### config.mk
export PLATFORM = sky130hd
export DESIGN_NAME = frame_step_burst
export DESIGN_NICKNAME = d
export VERILOG_FILES = /design/src/rtl/fsb_pkg.sv /design/src/rtl/fsb_sync_watch.sv /design/src/rtl/fsb_wait_timer.sv /design/src/rtl/fsb_pulse_engine.sv /design/src/rtl/frame_step_burst.sv
export SDC_FILE = /design/constraint.sdc
export NUM_CORES = 1
export LEC_CHECK = 0
export BUFFER_PORTS_ARGS = -buffer_cell sky130_fd_sc_hd__buf_2
export CAP_MARGIN = 20
export CORE_MARGIN = 10
export CORE_UTILIZATION = 65
export DETAILED_ROUTE_END_ITERATION = 6
export PLACE_DENSITY = 0.88
export SYNTH_ARGS = -nofsm -noshare
export SYNTH_HDL_FRONTEND = slang
export SYNTH_SLANG_ARGS = --single-unit
### constraint.sdc
create_clock -name clk -period 8.5 [get_ports clk]
set_clock_uncertainty 0.15 [all_clocks]
set_input_delay 0 -clock clk [delete_from_list [all_inputs] [get_ports clk]]
set_output_delay 0 -clock clk [all_outputs]
set_load 0.005 [all_outputs]
### src/rtl/fsb_pkg.sv
package fsb_pkg;
    typedef enum logic [2:0] {
        ST_IDLE,
        ST_STARTUP,
        ST_DRIVE,
        ST_BURST,
        ST_DONE
    } fsb_state_t;
endpackage

### src/rtl/fsb_sync_watch.sv
module fsb_sync_watch #(
    parameter int SYNC_TMO = 400000
) (
    input  logic clk,
    input  logic rst_n,
    input  logic sync_in,
    output logic rise,
    output logic tmo_evt
);
    localparam int TMO_W = (SYNC_TMO > 2) ? $clog2(SYNC_TMO) : 1;

    logic             sync_q;
    logic             lost_q;
    logic [TMO_W-1:0] age_q;

    assign rise    = sync_in && !sync_q;
    assign tmo_evt = !rise && !lost_q && (age_q == TMO_W'(SYNC_TMO - 1));

    always_ff @(posedge clk or negedge rst_n) begin
        if (!rst_n) begin
            sync_q <= 1'b0;
            lost_q <= 1'b1;
            age_q  <= '0;
        end else begin
            sync_q <= sync_in;
            if (rise) begin
                lost_q <= 1'b0;
                age_q  <= '0;
            end else if (tmo_evt) begin
                lost_q <= 1'b1;
            end else if (!lost_q) begin
                age_q <= age_q + 1'b1;
            end
        end
    end
endmodule

### src/rtl/fsb_wait_timer.sv
module fsb_wait_timer #(
    parameter int UNIT_CLKS = 1024,
    parameter int WAIT_W    = 8
) (
    input  logic              clk,
    input  logic              rst_n,
    input  logic              start,
    input  logic              abort,
    input  logic [WAIT_W-1:0] units,
    output logic              done
);
    localparam int UNIT_W = (UNIT_CLKS > 1) ? $clog2(UNIT_CLKS) : 1;

    logic              active_q;
    logic [UNIT_W-1:0] tick_q;
    logic [WAIT_W-1:0] left_q;
    logic              unit_end;
    logic [WAIT_W-1:0] units_eff;

    assign unit_end  = (tick_q == UNIT_W'(UNIT_CLKS - 1));
    assign units_eff = (units == '0) ? WAIT_W'(1) : units;
    assign done      = active_q && unit_end && (left_q == WAIT_W'(1));

    always_ff @(posedge clk or negedge rst_n) begin
        if (!rst_n) begin
            active_q <= 1'b0;
            tick_q   <= '0;
            left_q   <= '0;
        end else if (start) begin
            active_q <= 1'b1;
            tick_q   <= '0;
            left_q   <= units_eff;
        end else if (abort) begin
            active_q <= 1'b0;
        end else if (active_q) begin
            if (unit_end) begin
                tick_q <= '0;
                if (left_q == WAIT_W'(1)) begin
                    active_q <= 1'b0;
                end else begin
                    left_q <= left_q - 1'b1;
                end
            end else begin
                tick_q <= tick_q + 1'b1;
            end
        end
    end
endmodule

### src/rtl/fsb_pulse_engine.sv
module fsb_pulse_engine #(
    parameter int PER_W = 15,
    parameter int CNT_W = 6
) (
    input  logic             clk,
    input  logic             rst_n,
    input  logic             start,
    input  logic             abort,
    input  logic [PER_W-1:0] period,
    input  logic [CNT_W-1:0] count,
    output logic             step,
    output logic             busy,
    output logic             last
);
    localparam int PULSE_W = CNT_W + 2;

    logic [PER_W-1:0]   per_q;
    logic [PER_W-1:0]   phase_q;
    logic [PULSE_W-1:0] rem_q;
    logic               busy_q;
    logic               per_end;

    assign per_end = (phase_q == per_q - 1'b1);
    assign busy    = busy_q;
    assign last    = busy_q && per_end && (rem_q == PULSE_W'(1));
    assign step    = busy_q && (phase_q < (per_q >> 1));

    always_ff @(posedge clk or negedge rst_n) begin
        if (!rst_n) begin
            per_q   <= PER_W'(2);
            phase_q <= '0;
            rem_q   <= '0;
            busy_q  <= 1'b0;
        end else if (start) begin
            per_q   <= (period < PER_W'(2)) ? PER_W'(2) : period;
            phase_q <= '0;
            rem_q   <= {count, 2'b00};
            busy_q  <= (count != '0);
        end else if (abort) begin
            busy_q <= 1'b0;
        end else if (busy_q) begin
            if (per_end) begin
                phase_q <= '0;
                rem_q   <= rem_q - 1'b1;
                if (rem_q == PULSE_W'(1)) begin
                    busy_q <= 1'b0;
                end
            end else begin
                phase_q <= phase_q + 1'b1;
            end
        end
    end
endmodule

### src/rtl/frame_step_burst.sv
module frame_step_burst #(
    parameter int UNIT_CLKS = 1024,
    parameter int SYNC_TMO  = 400000,
    parameter int WAIT_W    = 8,
    parameter int CNT_W     = 6,
    parameter int PER_W     = 15
) (
    input  logic              clk,
    input  logic              rst_n,
    input  logic              sync_in,
    input  logic              load_stb,
    input  logic [WAIT_W-1:0] cfg_wait_start,
    input  logic [WAIT_W-1:0] cfg_wait_drive,
    input  logic              cfg_enable,
    input  logic              cfg_dir,
    input  logic              cfg_cur_sel,
    input  logic [CNT_W-1:0]  cfg_count,
    input  logic [PER_W-1:0]  cfg_period,
    input  logic              chk_ok,
    output logic              step_out,
    output logic              gate_out,
    output logic              present_out,
    output logic              wait_start_out,
    output logic              wait_all_out,
    output logic              enable_out,
    output logic              dir_out,
    output logic              cur_sel_out
);
    import fsb_pkg::*;

    fsb_state_t        state_q, state_d;
    logic              sync_rise, tmo_evt;
    logic              t_done, t_start;
    logic [WAIT_W-1:0] t_units;
    logic              eng_start, eng_abort, eng_step, eng_busy, eng_last;
    logic              startup_end, drive_end, allowed;
    logic              en_early;

    logic [WAIT_W-1:0] drive_units_q;
    logic              stb_seen_q, latch_ok_q, overrun_q, present_q;
    logic              en_q, dir_q, cur_q;

    fsb_sync_watch #(.SYNC_TMO(SYNC_TMO)) u_sync (
        .clk     (clk),
        .rst_n   (rst_n),
        .sync_in (sync_in),
        .rise    (sync_rise),
        .tmo_evt (tmo_evt)
    );

    fsb_wait_timer #(.UNIT_CLKS(UNIT_CLKS), .WAIT_W(WAIT_W)) u_wait (
        .clk   (clk),
        .rst_n (rst_n),
        .start (t_start),
        .abort (tmo_evt),
        .units (t_units),
        .done  (t_done)
    );

    fsb_pulse_engine #(.PER_W(PER_W), .CNT_W(CNT_W)) u_eng (
        .clk    (clk),
        .rst_n  (rst_n),
        .start  (eng_start),
        .abort  (eng_abort),
        .period (cfg_period),
        .count  (cfg_count),
        .step   (eng_step),
        .busy   (eng_busy),
        .last   (eng_last)
    );

    // frame events, already qualified against restart and timeout
    assign startup_end = (state_q == ST_STARTUP) && t_done && !sync_rise && !tmo_evt;
    assign drive_end   = (state_q == ST_DRIVE)   && t_done && !sync_rise && !tmo_evt;
    assign allowed     = (cfg_count != '0) && chk_ok && latch_ok_q && !overrun_q;
    assign en_early    = cfg_enable && !en_q;

    assign t_start   = sync_rise || startup_end;
    assign t_units   = sync_rise ? cfg_wait_start : drive_units_q;
    assign eng_start = drive_end && allowed;
    assign eng_abort = sync_rise || tmo_evt;

    // next-state logic
    always_comb begin
        state_d = state_q;
        if (sync_rise) begin
            state_d = ST_STARTUP;
        end else if (tmo_evt) begin
            state_d = ST_IDLE;
        end else begin
            unique case (state_q)
                ST_IDLE:    state_d = ST_IDLE;
                ST_STARTUP: if (t_done) state_d = ST_DRIVE;
                ST_DRIVE:   if (t_done) state_d = allowed ? ST_BURST : ST_DONE;
                ST_BURST:   if (eng_last) state_d = ST_DONE;
                ST_DONE:    state_d = ST_DONE;
                default:    state_d = ST_IDLE;
            endcase
        end
    end

    // state register
    always_ff @(posedge clk or negedge rst_n) begin
        if (!rst_n) begin
            state_q <= ST_IDLE;
        end else begin
            state_q <= state_d;
        end
    end

    // frame bookkeeping and working parameters
    always_ff @(posedge clk or negedge rst_n) begin
        if (!rst_n) begin
            drive_units_q <= '0;
            stb_seen_q    <= 1'b0;
            latch_ok_q    <= 1'b0;
            overrun_q     <= 1'b0;
            present_q     <= 1'b0;
            en_q          <= 1'b0;
            dir_q         <= 1'b0;
            cur_q         <= 1'b0;
        end else begin
            if (sync_rise) begin
                drive_units_q <= cfg_wait_drive;
                overrun_q     <= (state_q == ST_STARTUP) || (state_q == ST_DRIVE);
                stb_seen_q    <= load_stb;
            end else if (load_stb) begin
                stb_seen_q <= 1'b1;
            end

            if (startup_end) begin
                latch_ok_q <= stb_seen_q || load_stb;
                if (en_early) begin
                    en_q  <= 1'b1;
                    cur_q <= cfg_cur_sel;
                end
            end

            if (drive_end) begin
                dir_q <= cfg_dir;
                if (!en_early) begin
                    en_q  <= cfg_enable;
                    cur_q <= cfg_cur_sel;
                end
            end

            if (sync_rise || tmo_evt) begin
                present_q <= 1'b0;
            end else if (drive_end) begin
                present_q <= allowed;
            end
        end
    end

    // outputs
    always_comb begin
        wait_start_out = (state_q == ST_STARTUP);
        wait_all_out   = (state_q == ST_STARTUP) || (state_q == ST_DRIVE);
        gate_out       = (state_q == ST_BURST) && eng_busy;
        step_out       = (state_q == ST_BURST) && eng_step;
        present_out    = present_q;
        enable_out     = en_q;
        dir_out        = dir_q;
        cur_sel_out    = cur_q;
    end
endmodule

==> metrics.txt, run 1 <==
# TYPE chip_impl_metric gauge
chip_impl_info{name="status",value="completed"} 1
chip_impl_metric{name="drtAntennaViolNets",unit=""} 0
chip_impl_metric{name="arrival",unit="ns"} 3.55
chip_impl_info{name="yosys.area.top_type",value="sky130_fd_sc_hd__dfrtp_1"} 1
chip_impl_metric{name="relSlewSlack",unit="%"} 41.38
chip_impl_metric{name="register_to_register_setup_slack",unit="ns"} 5.08
chip_impl_metric{name="final_util",unit="%"} 79.51
chip_impl_metric{name="post-route-drc-count",unit=""} 0
chip_impl_metric{name="die_width",unit="um"} 115.5
chip_impl_metric{name="placement.io_buffers",unit=""} 52
chip_impl_metric{name="io_pins",unit=""} 53
chip_impl_metric{name="die_h",unit="um"} 115.5
chip_impl_info{name="layout_commonest_cell",value="sky130_fd_sc_hd__dfrtp_1"} 1
chip_impl_metric{name="yosysSeqAreaShare",unit="%"} 40.96
chip_impl_metric{name="maximum_clock_path_buffer_count",unit=""} 2
chip_impl_metric{name="initial_core_util",unit="%"} 67.36
chip_impl_metric{name="timing.final.hold_violations",unit=""} 0
chip_impl_metric{name="post-route-min-period",unit="ns"} 3.424
chip_impl_metric{name="dieArea",unit="sq um"} 13350
chip_impl_metric{name="netlist_instances",unit=""} 665
chip_impl_metric{name="final_layout_size_suffix_gt1_share",unit="%"} 13.73
chip_impl_info{name="tritoncts",value="yes"} 1
chip_impl_info{name="setup_crit_start_kind",value="flop"} 1
chip_impl_info{name="setup.worst_path.end_class",value="flop"} 1
chip_impl_metric{name="clk_latency",unit="ns"} 0.38
chip_impl_metric{name="drv_cap",unit=""} 0
chip_impl_info{name="clockRootBuffer",value="sky130_fd_sc_hd__clkbuf_8"} 1
chip_impl_info{name="dominantRegCellSynth",value="sky130_fd_sc_hd__dfrtp_1"} 1
chip_impl_metric{name="multiInputGateArea",unit="sq um"} 3322
chip_impl_metric{name="ctsHoldBuffers",unit=""} 46
chip_impl_metric{name="worst_hold_slack",unit="ns"} 0.01588
chip_impl_metric{name="synth-seq-cells",unit=""} 97
chip_impl_metric{name="async_reset_ff_share",unit="%"} 100.0
chip_impl_metric{name="fp-row-count",unit=""} 34
chip_impl_info{name="holdCritPathClass",value="in -> reg"} 1
chip_impl_metric{name="detail_route.first_pass.iterations",unit=""} 6
chip_impl_metric{name="synth_adder_area_share",unit="%"} 4.429
chip_impl_metric{name="synth_enable_flop_cells",unit=""} 0
chip_impl_metric{name="critPathMaxStageDelay",unit="ns"} 0.57
chip_impl_info{name="timing.critical_path.slowest_stage_cell",value="sky130_fd_sc_hd__nor4_1"} 1
chip_impl_metric{name="final_min_period_over_clock_period",unit="%"} 40.28
chip_impl_info{name="dominant_combinational_cell_family_by_area_after_synthesis",value="simple AND/OR/NAND/NOR gates"} 1
chip_impl_metric{name="clk_pin_slew",unit="ns"} 0.11
chip_impl_info{name="cpLargestDelayFamily",value="simple AND/OR/NAND/NOR gates"} 1
chip_impl_metric{name="power_density",unit="nW/um^2"} 145.4
chip_impl_info{name="synth.top_cells.by_area",value="sky130_fd_sc_hd__dfrtp_1, sky130_fd_sc_hd__nand2_1, sky130_fd_sc_hd__ha_1"} 1
chip_impl_metric{name="power.leakage",unit="uW"} 0.003304
chip_impl_metric{name="postSynthAreaPerCell",unit="sq um"} 8.920
chip_impl_metric{name="core_area",unit="sq um"} 8806
chip_impl_metric{name="dr.first_iter.drc_count",unit=""} 491
chip_impl_metric{name="setup_viol",unit=""} 0
chip_impl_info{name="critical_path_class",value="reg -> reg"} 1
chip_impl_metric{name="final_max_slew_viol_count",unit=""} 0
chip_impl_metric{name="synth_compound_area_share",unit="%"} 13.77
chip_impl_info{name="most-common-layout-cells",value="sky130_fd_sc_hd__dfrtp_1, sky130_fd_sc_hd__nand2_1, sky130_fd_sc_hd__nor2_1, sky130_fd_sc_hd__buf_2, sky130_fd_sc_hd__dlygate4sd3_1"} 1
chip_impl_metric{name="detailed_place_hpwl",unit="mm"} 10.35
chip_impl_metric{name="routabilityCongestion",unit=""} 0.8652
chip_impl_metric{name="wl_per_cell",unit="um"} 18.36
chip_impl_metric{name="vias_per_cell",unit=""} 6.334
chip_impl_metric{name="synth_xor_xnor_area_share",unit="%"} 7.382
chip_impl_metric{name="synthesis.area",unit="sq um"} 5932
chip_impl_metric{name="filler_cell_count",unit=""} 528
chip_impl_metric{name="synth-warning-count",unit=""} 0
chip_impl_info{name="worstReg2RegEnd",value="cur_sel_out"} 1
chip_impl_metric{name="first_global_vias",unit=""} 5506
chip_impl_info{name="hold_end",value="u_wait.left_q[7]"} 1
chip_impl_metric{name="data_required_time_of_the_critical_path",unit="ns"} 8.62
chip_impl_info{name="holdCritStartpoint",value="cfg_wait_start[7]"} 1
chip_impl_metric{name="critical_path_buf_inv_count",unit=""} 2
chip_impl_metric{name="irDropWorstVdd",unit="mV"} 0.1304
chip_impl_metric{name="nets",unit=""} 826
chip_impl_metric{name="clock_tree.htree_level_count",unit=""} 3
chip_impl_metric{name="global_route.overflow_total",unit=""} 0
chip_impl_metric{name="synthMuxAreaShare",unit="%"} 1.751
chip_impl_metric{name="detailroute.via_count",unit=""} 5536
chip_impl_metric{name="routed_wl",unit="mm"} 16.05
chip_impl_metric{name="number_of_antenna_violations_at_the_first_check_in_global_routing",unit=""} 1
chip_impl_metric{name="syn-num-nets",unit=""} 731
chip_impl_info{name="rsz0062_at_grt",value="no"} 1
chip_impl_metric{name="fmax",unit="GHz"} 0.2921
chip_impl_metric{name="grt_pass1_wl",unit="mm"} 26.43
chip_impl_metric{name="tightest_pin_transition",unit="ns"} 0.8793
chip_impl_info{name="path_cells",value="inv_1, ha_1, or3b_2, nor4_1, nand3_1, nor2_1, mux2i_1, mux2_2, dlygate4sd3_1"} 1
chip_impl_metric{name="hold_critical_path_depth",unit=""} 4
chip_impl_metric{name="fin_area",unit="sq um"} 7002
chip_impl_metric{name="fin_tns_setup",unit="ns"} 0
chip_impl_metric{name="cts_inserted_buffers",unit=""} 9
chip_impl_metric{name="cp_max_fo",unit=""} 4
chip_impl_metric{name="synth-simple-area-share",unit="%"} 28.58
chip_impl_metric{name="numClockSinks",unit=""} 97
chip_impl_metric{name="cts_setup_buffers",unit=""} 0
chip_impl_metric{name="number_of_distinct_library_cells_after_synthesis",unit=""} 68
chip_impl_metric{name="fraction_of_post_synthesis_cell_area_in_the_top_cell_type_by_area",unit="%"} 40.08
chip_impl_metric{name="rr_worst_depth",unit=""} 9
chip_impl_metric{name="syn2layout_area_growth",unit="%"} 18.03
chip_impl_metric{name="layout.area.seq",unit="sq um"} 2430
chip_impl_metric{name="grt_usage",unit="%"} 24.34
chip_impl_metric{name="postPlaceCellArea",unit="sq um"} 6270
chip_impl_info{name="r2r-start",value="u_wait.left_q[1]"} 1
chip_impl_metric{name="pin_count_of_the_biggest_net_entering_global_routing",unit=""} 62
chip_impl_metric{name="cts-resized-gates",unit=""} 0
==> worst min-delay path, delay by kind of cell <==
kind | cells | cell delay, ns
compound gates | 3 | 0.45
buf+inv | 1 | 0.07
==> metal layers <==
layer,track usage (%),part of all wire [%]
met2,40.88,50
met4,14.70,4.7
met3,3.928,5.4
met5,0,0
met1,28.86,39
==> how the worst max path moves through the flow <==
stage	start	end	slack, ns	cells after the start
finish	u_wait.left_q[1]	cur_sel_out	5.08	9
global route	u_wait.left_q[1]	cur_sel_out	4.92	9
CTS	u_wait.left_q[1]	u_eng.per_q[0]	4.77	10
detailed placement	u_wait.left_q[1]	u_eng.per_q[9]	5.32	8
global placement	u_wait.left_q[1]	u_eng.per_q[14]	5.47	8
floorplan	u_eng.per_q[1]	u_eng.busy	5.72	10
==> cells in the mapped netlist (all sizes together) (4+ instances only) <==
library cell	number
nor4	16
o21ai	46
mux2i	7
nand3	31
clkbuf	12
buf	6
a21o	8
a21oi	28
and2	9
nand2	83
and3	18
a31oi	6
a22o	9
or2	5
nand2b	6
ha	21
and4	4
xor2	25
nand4b	4
o31ai	8
nor2	67
nor2b	12
xnor2	25
inv	28
nor3b	4
nor3	22
nand4	15
dfrtp	95
==> report_power, final <==
group / leakage [uW] / internal (uW) / switching, uW
Combinational: 0.00199 / 63.6 / 76.4
Clock: 0.000102 / 168 / 177
Sequential: 0.00121 / 496 / 37.7
Total: 0.00330 / 727 / 291
==> through the flow <==
step	power (uW)	setup WS, ns	std cells
after floorplan	606.3	5.716	665
after global placement	643.1	5.470	809
after detailed placement	654.9	5.320	809
after CTS	1009	4.774	871
after global routing	1058	4.925	874
final	1018	5.076	874
==> cell families after synthesis <==
logic type | Yosys count
adders and majority gates | 21
buffers and inverters | 46
DFF | 97
AOI/OAI and AO/OA | 127
muxes | 10
xor gates and xnor gates | 50
and+or+nand+nor | 314
==> flip-flops by register name, summed over array words and instances, names as in the netlist <==
| name | cells |
|---|---|
| u_sync.age_q | 19 |
| u_eng.per_q | 15 |
| u_eng.phase_q | 15 |
| u_wait.tick_q | 10 |
| drive_units_q | 8 |
| u_eng.rem_q | 8 |
| u_wait.left_q | 8 |
| state_q | 3 |
| cur_sel_out | 1 |
| dir_out | 1 |
| enable_out | 1 |
| latch_ok_q | 1 |
| overrun_q | 1 |
| present_out | 1 |
| stb_seen_q | 1 |
| u_eng.busy | 1 |
| u_sync.lost_q | 1 |
| u_sync.sync_q | 1 |
| u_wait.active_q | 1 |
==> layout make-up <==
class                   instances  share of cell area [%]
clock inverters                 7                   1.430
diodes                          1                 0.03574
clock buffers                   9                   1.769
repair buffers                102                   11.19
well taps                     108                   1.930
inverters                      28                   1.501
multi-input cells             522                   47.44
flip-flops and latches         97                   34.70
(Power assumes the default switching activity.)
==> run 2, diff against run 1 <==
--- a/config.mk
+++ b/config.mk
@@ -5,12 +5,13 @@
 export SDC_FILE = /design/constraint.sdc
 export NUM_CORES = 1
 export LEC_CHECK = 0
+export ABC_AREA = 1
 export BUFFER_PORTS_ARGS = -buffer_cell sky130_fd_sc_hd__buf_2
 export CAP_MARGIN = 20
 export CORE_MARGIN = 10
-export CORE_UTILIZATION = 65
+export CORE_UTILIZATION = 55
 export DETAILED_ROUTE_END_ITERATION = 6
-export PLACE_DENSITY = 0.88
+export PLACE_DENSITY = 0.79
 export SYNTH_ARGS = -nofsm -noshare
 export SYNTH_HDL_FRONTEND = slang
 export SYNTH_SLANG_ARGS = --single-unit
==> constraint.sdc (replaced) <==
create_clock -name clk -period 3.05 [get_ports clk]
set_clock_uncertainty 0.15 [all_clocks]
set_input_delay 0 -clock clk [delete_from_list [all_inputs] [get_ports clk]]
set_output_delay 0 -clock clk [all_outputs]
set_load 0.005 [all_outputs]
==> metrics.txt, run 2 <==
# TYPE chip_impl_metric gauge
chip_impl_metric{name="met2WireLength",unit="mm"} 7.542
chip_impl_info{name="critPathCapture",value="cur_sel_out"} 1
chip_impl_info{name="r2r-start",value="u_wait.tick_q[0]"} 1
chip_impl_metric{name="number_of_distinct_library_cells_after_synthesis",unit=""} 52
chip_impl_info{name="synth.top_cells.by_area",value="sky130_fd_sc_hd__dfrtp_1, sky130_fd_sc_hd__nand2_1, sky130_fd_sc_hd__inv_1"} 1
chip_impl_metric{name="arrival",unit="ns"} 2.81
chip_impl_metric{name="syn-num-nets",unit=""} 931
chip_impl_metric{name="fmax",unit="GHz"} 0.3730
chip_impl_metric{name="largest_reg_flops",unit=""} 19
chip_impl_info{name="highest_layer",value="met4"} 1
chip_impl_metric{name="global_route.overflow_total",unit=""} 0
chip_impl_info{name="status",value="completed"} 1
chip_impl_metric{name="cp_max_fo",unit=""} 4
chip_impl_metric{name="initial_core_util",unit="%"} 56.08
chip_impl_metric{name="fin_area",unit="sq um"} 7604
chip_impl_info{name="worstReg2RegEnd",value="cur_sel_out"} 1
chip_impl_info{name="rsz0062_at_grt",value="no"} 1
chip_impl_metric{name="grt_pass1_wl",unit="mm"} 27.34
chip_impl_metric{name="synth-seq-cells",unit=""} 97
chip_impl_metric{name="final_max_slew_viol_count",unit=""} 0
chip_impl_metric{name="routed_wl",unit="mm"} 15.87
chip_impl_metric{name="first_global_vias",unit=""} 5963
chip_impl_metric{name="vias_per_cell",unit=""} 5.388
chip_impl_info{name="most-common-layout-cells",value="sky130_fd_sc_hd__nand2_1, sky130_fd_sc_hd__dfrtp_1, sky130_fd_sc_hd__inv_1, sky130_fd_sc_hd__nor2_1"} 1
chip_impl_metric{name="clk_latency",unit="ns"} 0.36
chip_impl_info{name="timing.critical_path.from",value="u_wait.tick_q[0]"} 1
chip_impl_metric{name="synth_enable_flop_cells",unit=""} 0
chip_impl_metric{name="synthesis.area",unit="sq um"} 6404
chip_impl_info{name="largest-register",value="u_sync.age_q"} 1
chip_impl_metric{name="detailed_place_hpwl",unit="mm"} 11.21
chip_impl_metric{name="clk_pin_slew",unit="ns"} 0.07
chip_impl_metric{name="tightest_pin_transition",unit="ns"} 0.6794
chip_impl_info{name="critical_path_class",value="reg -> reg"} 1
chip_impl_info{name="layout_commonest_cell",value="sky130_fd_sc_hd__nand2_1"} 1
chip_impl_metric{name="final_min_period_over_clock_period",unit="%"} 87.90
chip_impl_metric{name="setup_viol",unit=""} 0
chip_impl_metric{name="drtAntennaViolNets",unit=""} 0
chip_impl_metric{name="drv_cap",unit=""} 0
chip_impl_metric{name="relSlewSlack",unit="%"} 54.71
chip_impl_metric{name="post-route-min-period",unit="ns"} 2.681
chip_impl_metric{name="yosysSeqAreaShare",unit="%"} 37.94
chip_impl_metric{name="die_width",unit="um"} 127.9
chip_impl_metric{name="postPlaceCellArea",unit="sq um"} 6852
chip_impl_info{name="post-synth-top-count-cell",value="sky130_fd_sc_hd__nand2_1"} 1
chip_impl_info{name="reg_top3",value="u_sync.age_q x19, u_eng.per_q x15, u_eng.phase_q x15"} 1
chip_impl_metric{name="netlist_instances",unit=""} 865
chip_impl_info{name="yosys.area.top_type",value="sky130_fd_sc_hd__dfrtp_1"} 1
chip_impl_metric{name="routabilityCongestion",unit=""} 0.9109
chip_impl_metric{name="antenna_cells",unit=""} 0
chip_impl_info{name="tritoncts",value="yes"} 1
chip_impl_metric{name="power_density",unit="nW/um^2"} 497.8
chip_impl_metric{name="rr_worst_depth",unit=""} 14
chip_impl_info{name="setup.worst_path.end_class",value="flop"} 1
chip_impl_metric{name="syn2layout_area_growth",unit="%"} 18.74
chip_impl_metric{name="power",unit="uW"} 3785
chip_impl_metric{name="power.leakage",unit="uW"} 0.003585
chip_impl_metric{name="data_required_time_of_the_critical_path",unit="ns"} 3.18
chip_impl_info{name="synthTopCellsByCount",value="sky130_fd_sc_hd__nand2_1, sky130_fd_sc_hd__dfrtp_1, sky130_fd_sc_hd__inv_1, sky130_fd_sc_hd__nor2_1, sky130_fd_sc_hd__nand3_1"} 1
chip_impl_metric{name="final_util",unit="%"} 66.59
chip_impl_metric{name="fraction_of_post_synthesis_cell_area_in_the_top_cell_type_by_area",unit="%"} 37.12
chip_impl_metric{name="cts_inserted_buffers",unit=""} 9
chip_impl_metric{name="async_reset_ff_share",unit="%"} 100.0
chip_impl_metric{name="post-route-drc-count",unit=""} 0
chip_impl_metric{name="detailroute.via_count",unit=""} 6002
chip_impl_metric{name="wl_per_cell",unit="um"} 14.24
chip_impl_metric{name="detail_route.first_pass.iterations",unit=""} 5
chip_impl_metric{name="fin_tns_setup",unit="ns"} 0
chip_impl_metric{name="pin_count_of_the_biggest_net_entering_global_routing",unit=""} 53
chip_impl_metric{name="number_of_antenna_violations_at_the_first_check_in_global_routing",unit=""} 0
chip_impl_metric{name="core_area",unit="sq um"} 11420
chip_impl_info{name="holdCritPathClass",value="in -> reg"} 1
chip_impl_info{name="clockRootBuffer",value="sky130_fd_sc_hd__clkbuf_16"} 1
chip_impl_info{name="setup_crit_start_kind",value="flop"} 1
chip_impl_metric{name="clock_tree.htree_level_count",unit=""} 3
chip_impl_info{name="dominantRegCellSynth",value="sky130_fd_sc_hd__dfrtp_1"} 1
chip_impl_metric{name="fp-row-count",unit=""} 39
chip_impl_metric{name="final_layout_size_suffix_gt1_share",unit="%"} 14.21
chip_impl_metric{name="nets",unit=""} 1032
chip_impl_metric{name="grt_usage",unit="%"} 19.80
chip_impl_metric{name="synth-warning-count",unit=""} 0
chip_impl_metric{name="die_h",unit="um"} 127.9
chip_impl_metric{name="routedLengthMet1",unit="mm"} 7.098
chip_impl_metric{name="numClockSinks",unit=""} 97
chip_impl_metric{name="placement.io_buffers",unit=""} 52
chip_impl_metric{name="register_to_register_setup_slack",unit="ns"} 0.37
chip_impl_metric{name="dieArea",unit="sq um"} 16360
chip_impl_metric{name="io_pins",unit=""} 53
chip_impl_metric{name="maximum_clock_path_buffer_count",unit=""} 2
chip_impl_metric{name="dr.first_iter.drc_count",unit=""} 389
chip_impl_metric{name="irDropWorstVdd",unit="mV"} 0.4814
chip_impl_metric{name="met3WireLength",unit="um"} 862
chip_impl_metric{name="timing.final.hold_violations",unit=""} 0
chip_impl_metric{name="postSynthAreaPerCell",unit="sq um"} 7.403
==> run 2: power by group <==
group | internal (uW) | switching, uW
Sequential | 1450 | 198
Clock | 646 | 536
Combinational | 407 | 544
Total | 2510 | 1280
==> run 2: final cells by class <==
class,instances,area (sq um)
fillers,967,3815
multi-input cells,647,3501
flip-flops and latches,97,2430
repair buffers,107,798.3
inverters,104,391.6
clock buffers,9,225.2
well taps,143,178.9
clock inverters,7,78.83
==> run 2: per-stage QoR <==
stage,setup slack [ns],hold slack (ns),cells
floorplan,0.6732,-0.4456,865
global placement,0.3018,-0.06592,1054
detailed placement,0.2494,-0.06623,1054
CTS,0.1766,0.01382,1114
global route,0.1172,0.1111,1114
finish,0.3690,0.01158,1114
==> run 2: how the worst min path moves through the flow <==
stage	from	endpoint	slack, ns	cells past startpoint
CTS	cfg_wait_start[0]	u_wait.left_q[0]	0.01	7
finish	cfg_wait_start[0]	u_wait.left_q[0]	0.01	7
global route	cfg_wait_start[0]	u_wait.left_q[0]	0.11	7
global placement	rst_n	u_eng.per_q[10]	-0.07	1
detailed placement	rst_n	u_eng.per_q[10]	-0.07	1
floorplan	rst_n	cur_sel_out	-0.45	0
==> run 2: repair_timing <==
action / CTS / global route
setup buffers: 0 / 0
gates resized for setup: 0 / 2
hold endpoints to repair: 95 / 0
hold buffers: 44 / 0
endpoints found under the setup margin: 0 / 8
==> run 2: kinds of logic after synthesis <==
kind of cell / Yosys count / share of synthesized area [%]
DFF: 97 / 37.94
and+or+nand+nor: 458 / 33.70
adders and majority gates: 21 / 4.103
AOI/OAI and AO/OA: 125 / 10.82
muxes: 1 / 0.1758
buffers and inverters: 121 / 7.503
xor gates and xnor gates: 42 / 5.744
==> run 2: layer usage <==
layer | vias up | GRT usage, %
li1 | 3045 | -
met1 | 2782 | 24.77
met2 | 146 | 32.71
met4 | 0 | 6.821
met3 | 29 | 4.673
met5 | - | 0
==> run 2: critical path, stage by stage (launching register included) <==
cell and delay [ns]:
sky130_fd_sc_hd__dfrtp_1 0.39, sky130_fd_sc_hd__ha_1 0.20, sky130_fd_sc_hd__nand2_1 0.08, sky130_fd_sc_hd__nor2_1 0.10
sky130_fd_sc_hd__nand2_1 0.08, sky130_fd_sc_hd__nor2_2 0.11, sky130_fd_sc_hd__nand3_2 0.13, sky130_fd_sc_hd__nor3_4 0.19
sky130_fd_sc_hd__nand2_2 0.11, sky130_fd_sc_hd__nor2_4 0.20, sky130_fd_sc_hd__nand2_1 0.06, sky130_fd_sc_hd__o21ai_0 0.11
sky130_fd_sc_hd__nand2_1 0.08, sky130_fd_sc_hd__dlygate4sd3_1 0.55, sky130_fd_sc_hd__o21ai_0 0.07
==> run 3, diff against run 2 <==
--- a/config.mk
+++ b/config.mk
@@ -9,9 +9,10 @@
 export BUFFER_PORTS_ARGS = -buffer_cell sky130_fd_sc_hd__buf_2
 export CAP_MARGIN = 20
 export CORE_MARGIN = 10
-export CORE_UTILIZATION = 55
+export CORE_UTILIZATION = 61
 export DETAILED_ROUTE_END_ITERATION = 6
-export PLACE_DENSITY = 0.79
+export HOLD_SLACK_MARGIN = 0.06
+export PLACE_DENSITY = 0.83
 export SYNTH_ARGS = -nofsm -noshare
 export SYNTH_HDL_FRONTEND = slang
 export SYNTH_SLANG_ARGS = --single-unit
==> constraint.sdc (replaced) <==
create_clock -name clk -period 2.85 [get_ports clk]
set_clock_uncertainty 0.15 [all_clocks]
set_input_delay 0 -clock clk [delete_from_list [all_inputs] [get_ports clk]]
set_output_delay 0 -clock clk [all_outputs]
set_load 0.005 [all_outputs]
==> metrics.txt, run 3 (same netlist as run 2, synthesis figures left out) <==
# TYPE chip_impl_metric gauge
chip_impl_metric{name="fp-row-count",unit=""} 37
chip_impl_metric{name="routedLengthMet1",unit="mm"} 6.794
chip_impl_metric{name="final_layout_size_suffix_gt1_share",unit="%"} 14.88
chip_impl_metric{name="power_density",unit="nW/um^2"} 490.1
chip_impl_metric{name="final_min_period_over_clock_period",unit="%"} 93.25
chip_impl_metric{name="filler_cell_count",unit=""} 799
chip_impl_metric{name="numClockSinks",unit=""} 97
chip_impl_metric{name="setup_viol",unit=""} 0
chip_impl_metric{name="arrival",unit="ns"} 2.77
chip_impl_metric{name="relSlewSlack",unit="%"} 63.68
chip_impl_metric{name="dr.first_iter.drc_count",unit=""} 413
chip_impl_metric{name="detail_route.first_pass.iterations",unit=""} 5
chip_impl_metric{name="power.leakage",unit="uW"} 0.003595
chip_impl_metric{name="grt_pass1_wl",unit="mm"} 27.13
chip_impl_metric{name="fin_cells",unit=""} 1118
chip_impl_metric{name="detailroute.via_count",unit=""} 6024
chip_impl_metric{name="die_width",unit="um"} 122.5
chip_impl_metric{name="cp_max_fo",unit=""} 5
chip_impl_info{name="setup_crit_start_kind",value="flop"} 1
chip_impl_info{name="layout_commonest_cell",value="sky130_fd_sc_hd__nand2_1"} 1
chip_impl_metric{name="post-route-min-period",unit="ns"} 2.658
chip_impl_metric{name="routabilityCongestion",unit=""} 0.9020
chip_impl_metric{name="final_max_slew_viol_count",unit=""} 0
chip_impl_metric{name="clk_latency",unit="ns"} 0.39
chip_impl_metric{name="post-route-drc-count",unit=""} 0
chip_impl_info{name="status",value="completed"} 1
chip_impl_metric{name="fmax",unit="GHz"} 0.3763
chip_impl_metric{name="initial_core_util",unit="%"} 62.31
chip_impl_metric{name="nets",unit=""} 1042
chip_impl_metric{name="global_route.overflow_total",unit=""} 0
chip_impl_info{name="reg_top3",value="u_sync.age_q x19, u_eng.per_q x15, u_eng.phase_q x15"} 1
chip_impl_metric{name="detailed_place_hpwl",unit="mm"} 11.13
chip_impl_metric{name="pin_count_of_the_biggest_net_entering_global_routing",unit=""} 60
chip_impl_metric{name="wl_per_cell",unit="um"} 14.34
chip_impl_info{name="holdCritPathClass",value="in -> reg"} 1
chip_impl_metric{name="syn2layout_area_growth",unit="%"} 18.72
chip_impl_info{name="clockRootBuffer",value="sky130_fd_sc_hd__clkbuf_8"} 1
chip_impl_metric{name="tightest_pin_transition",unit="ns"} 0.5406
chip_impl_info{name="largest-register",value="u_sync.age_q"} 1
chip_impl_metric{name="core_area",unit="sq um"} 10280
chip_impl_metric{name="cts_inserted_buffers",unit=""} 9
chip_impl_info{name="most-common-layout-cells",value="sky130_fd_sc_hd__nand2_1, sky130_fd_sc_hd__dfrtp_1, sky130_fd_sc_hd__inv_1, sky130_fd_sc_hd__nor2_1"} 1
chip_impl_metric{name="irDropWorstVdd",unit="mV"} 0.4859
chip_impl_metric{name="grt_usage",unit="%"} 22.03
chip_impl_metric{name="met2WireLength",unit="mm"} 7.943
chip_impl_metric{name="drtAntennaViolNets",unit=""} 0
chip_impl_metric{name="fin_tns_setup",unit="ns"} 0
chip_impl_metric{name="routed_wl",unit="mm"} 16.04
chip_impl_metric{name="clk_pin_slew",unit="ns"} 0.10
chip_impl_info{name="critical_path_class",value="reg -> reg"} 1
chip_impl_info{name="highest_layer",value="met4"} 1
chip_impl_info{name="setup.worst_path.end_class",value="flop"} 1
chip_impl_metric{name="drv_cap",unit=""} 0
chip_impl_metric{name="largest_reg_flops",unit=""} 19
chip_impl_info{name="rsz0062_at_grt",value="no"} 1
chip_impl_metric{name="die_h",unit="um"} 122.5
chip_impl_metric{name="maximum_clock_path_buffer_count",unit=""} 2
chip_impl_metric{name="placement.io_buffers",unit=""} 52
chip_impl_metric{name="cell_total_after_placement",unit=""} 1052
chip_impl_metric{name="number_of_antenna_violations_at_the_first_check_in_global_routing",unit=""} 1
chip_impl_metric{name="clock_tree.htree_level_count",unit=""} 3
chip_impl_metric{name="first_global_vias",unit=""} 5785
chip_impl_metric{name="met3WireLength",unit="mm"} 1.053
chip_impl_metric{name="worst_hold_slack",unit="ns"} 0.1760
chip_impl_metric{name="data_required_time_of_the_critical_path",unit="ns"} 2.96
chip_impl_metric{name="dieArea",unit="sq um"} 15000
chip_impl_metric{name="final_util",unit="%"} 73.97
chip_impl_info{name="tritoncts",value="yes"} 1
chip_impl_metric{name="timing.final.hold_violations",unit=""} 0
chip_impl_metric{name="vias_per_cell",unit=""} 5.388
chip_impl_metric{name="io_pins",unit=""} 53
run 3: layout make-up:
class | count | area (sq um) | share of cell area (%)
Clock buffer | 10 | 137.6 | 1.810
Antenna cell | 1 | 2.502 | 0.03292
Multi-Input combinational cell | 647 | 3506 | 46.12
Clock inverter | 6 | 61.31 | 0.8065
Inverter | 104 | 391.6 | 5.151
Timing Repair Buffer | 117 | 903.4 | 11.88
Sequential cell | 97 | 2430 | 31.96
Tap cell | 136 | 170.2 | 2.238
run 3: metal layers:
layer | GRT usage [%] | up-vias
li1 | - | 3075
met1 | 26.93 | 2732
met2 | 37.99 | 196
met3 | 5.510 | 21
met4 | 5.817 | 0
met5 | 0 | -
run 3: stage by stage:
stage	worst slack, ns	cell area, sq um	total power, uW
after detailed placement	0.07157	6893	2767
after CTS	0.03593	7572	3725
final	0.1924	7602	3726
after floorplan	0.4732	6404	2472
after global routing	0.008729	7602	3959
after global placement	0.1803	6893	2735
run 3: worst paths after layout:
check	from	end	slack (ns)	depth (start not counted)
worst max-delay path	u_sync.age_q[0]	cur_sel_out	0.19	14
worst min-delay path	sync_in	u_sync.sync_q	0.18	2
worst max register to register	u_sync.age_q[0]	cur_sel_out	0.19	14
worst min register to register	drive_units_q[4]	drive_units_q[4]	0.34	2
max in group asynchronous	rst_n	u_sync.lost_q	1.65	4
min in group asynchronous	rst_n	u_eng.per_q[1]	0.54	3
run 3: critical path, cell delays in order, from the launching register on:
cell                            delay (ns)
sky130_fd_sc_hd__dfrtp_1              0.41
sky130_fd_sc_hd__ha_1                 0.26
sky130_fd_sc_hd__nand2_1              0.10
sky130_fd_sc_hd__inv_2                0.05
sky130_fd_sc_hd__nand2_1              0.06
sky130_fd_sc_hd__nor4_2               0.19
sky130_fd_sc_hd__nand4_2              0.17
sky130_fd_sc_hd__nand2_2              0.11
sky130_fd_sc_hd__buf_4                0.14
sky130_fd_sc_hd__nor2_4               0.04
sky130_fd_sc_hd__nand2_1              0.04
sky130_fd_sc_hd__o21ai_0              0.12
sky130_fd_sc_hd__nand2_1              0.09
sky130_fd_sc_hd__dlygate4sd3_1        0.53
sky130_fd_sc_hd__o21ai_0              0.07
run 3: what timing repair did:
| item | CTS | global route |
|---|---|---|
| gates resized for setup | 0 | 3 |
| hold endpoints to repair | 148 | 0 |
| buffers inserted | 0 | 2 |
| endpoints found under the setup margin | 0 | 16 |
| hold buffers | 47 | 0 |
run 3: where the power goes:
| part | internal, uW | leakage [uW] | switching [uW] |
|---|---|---|---|
| clock | 361 | 0.0000978 | 541 |
| combinational | 459 | 0.00229 | 605 |
| sequential | 1550 | 0.00121 | 206 |
| total | 2370 | 0.00360 | 1350 |
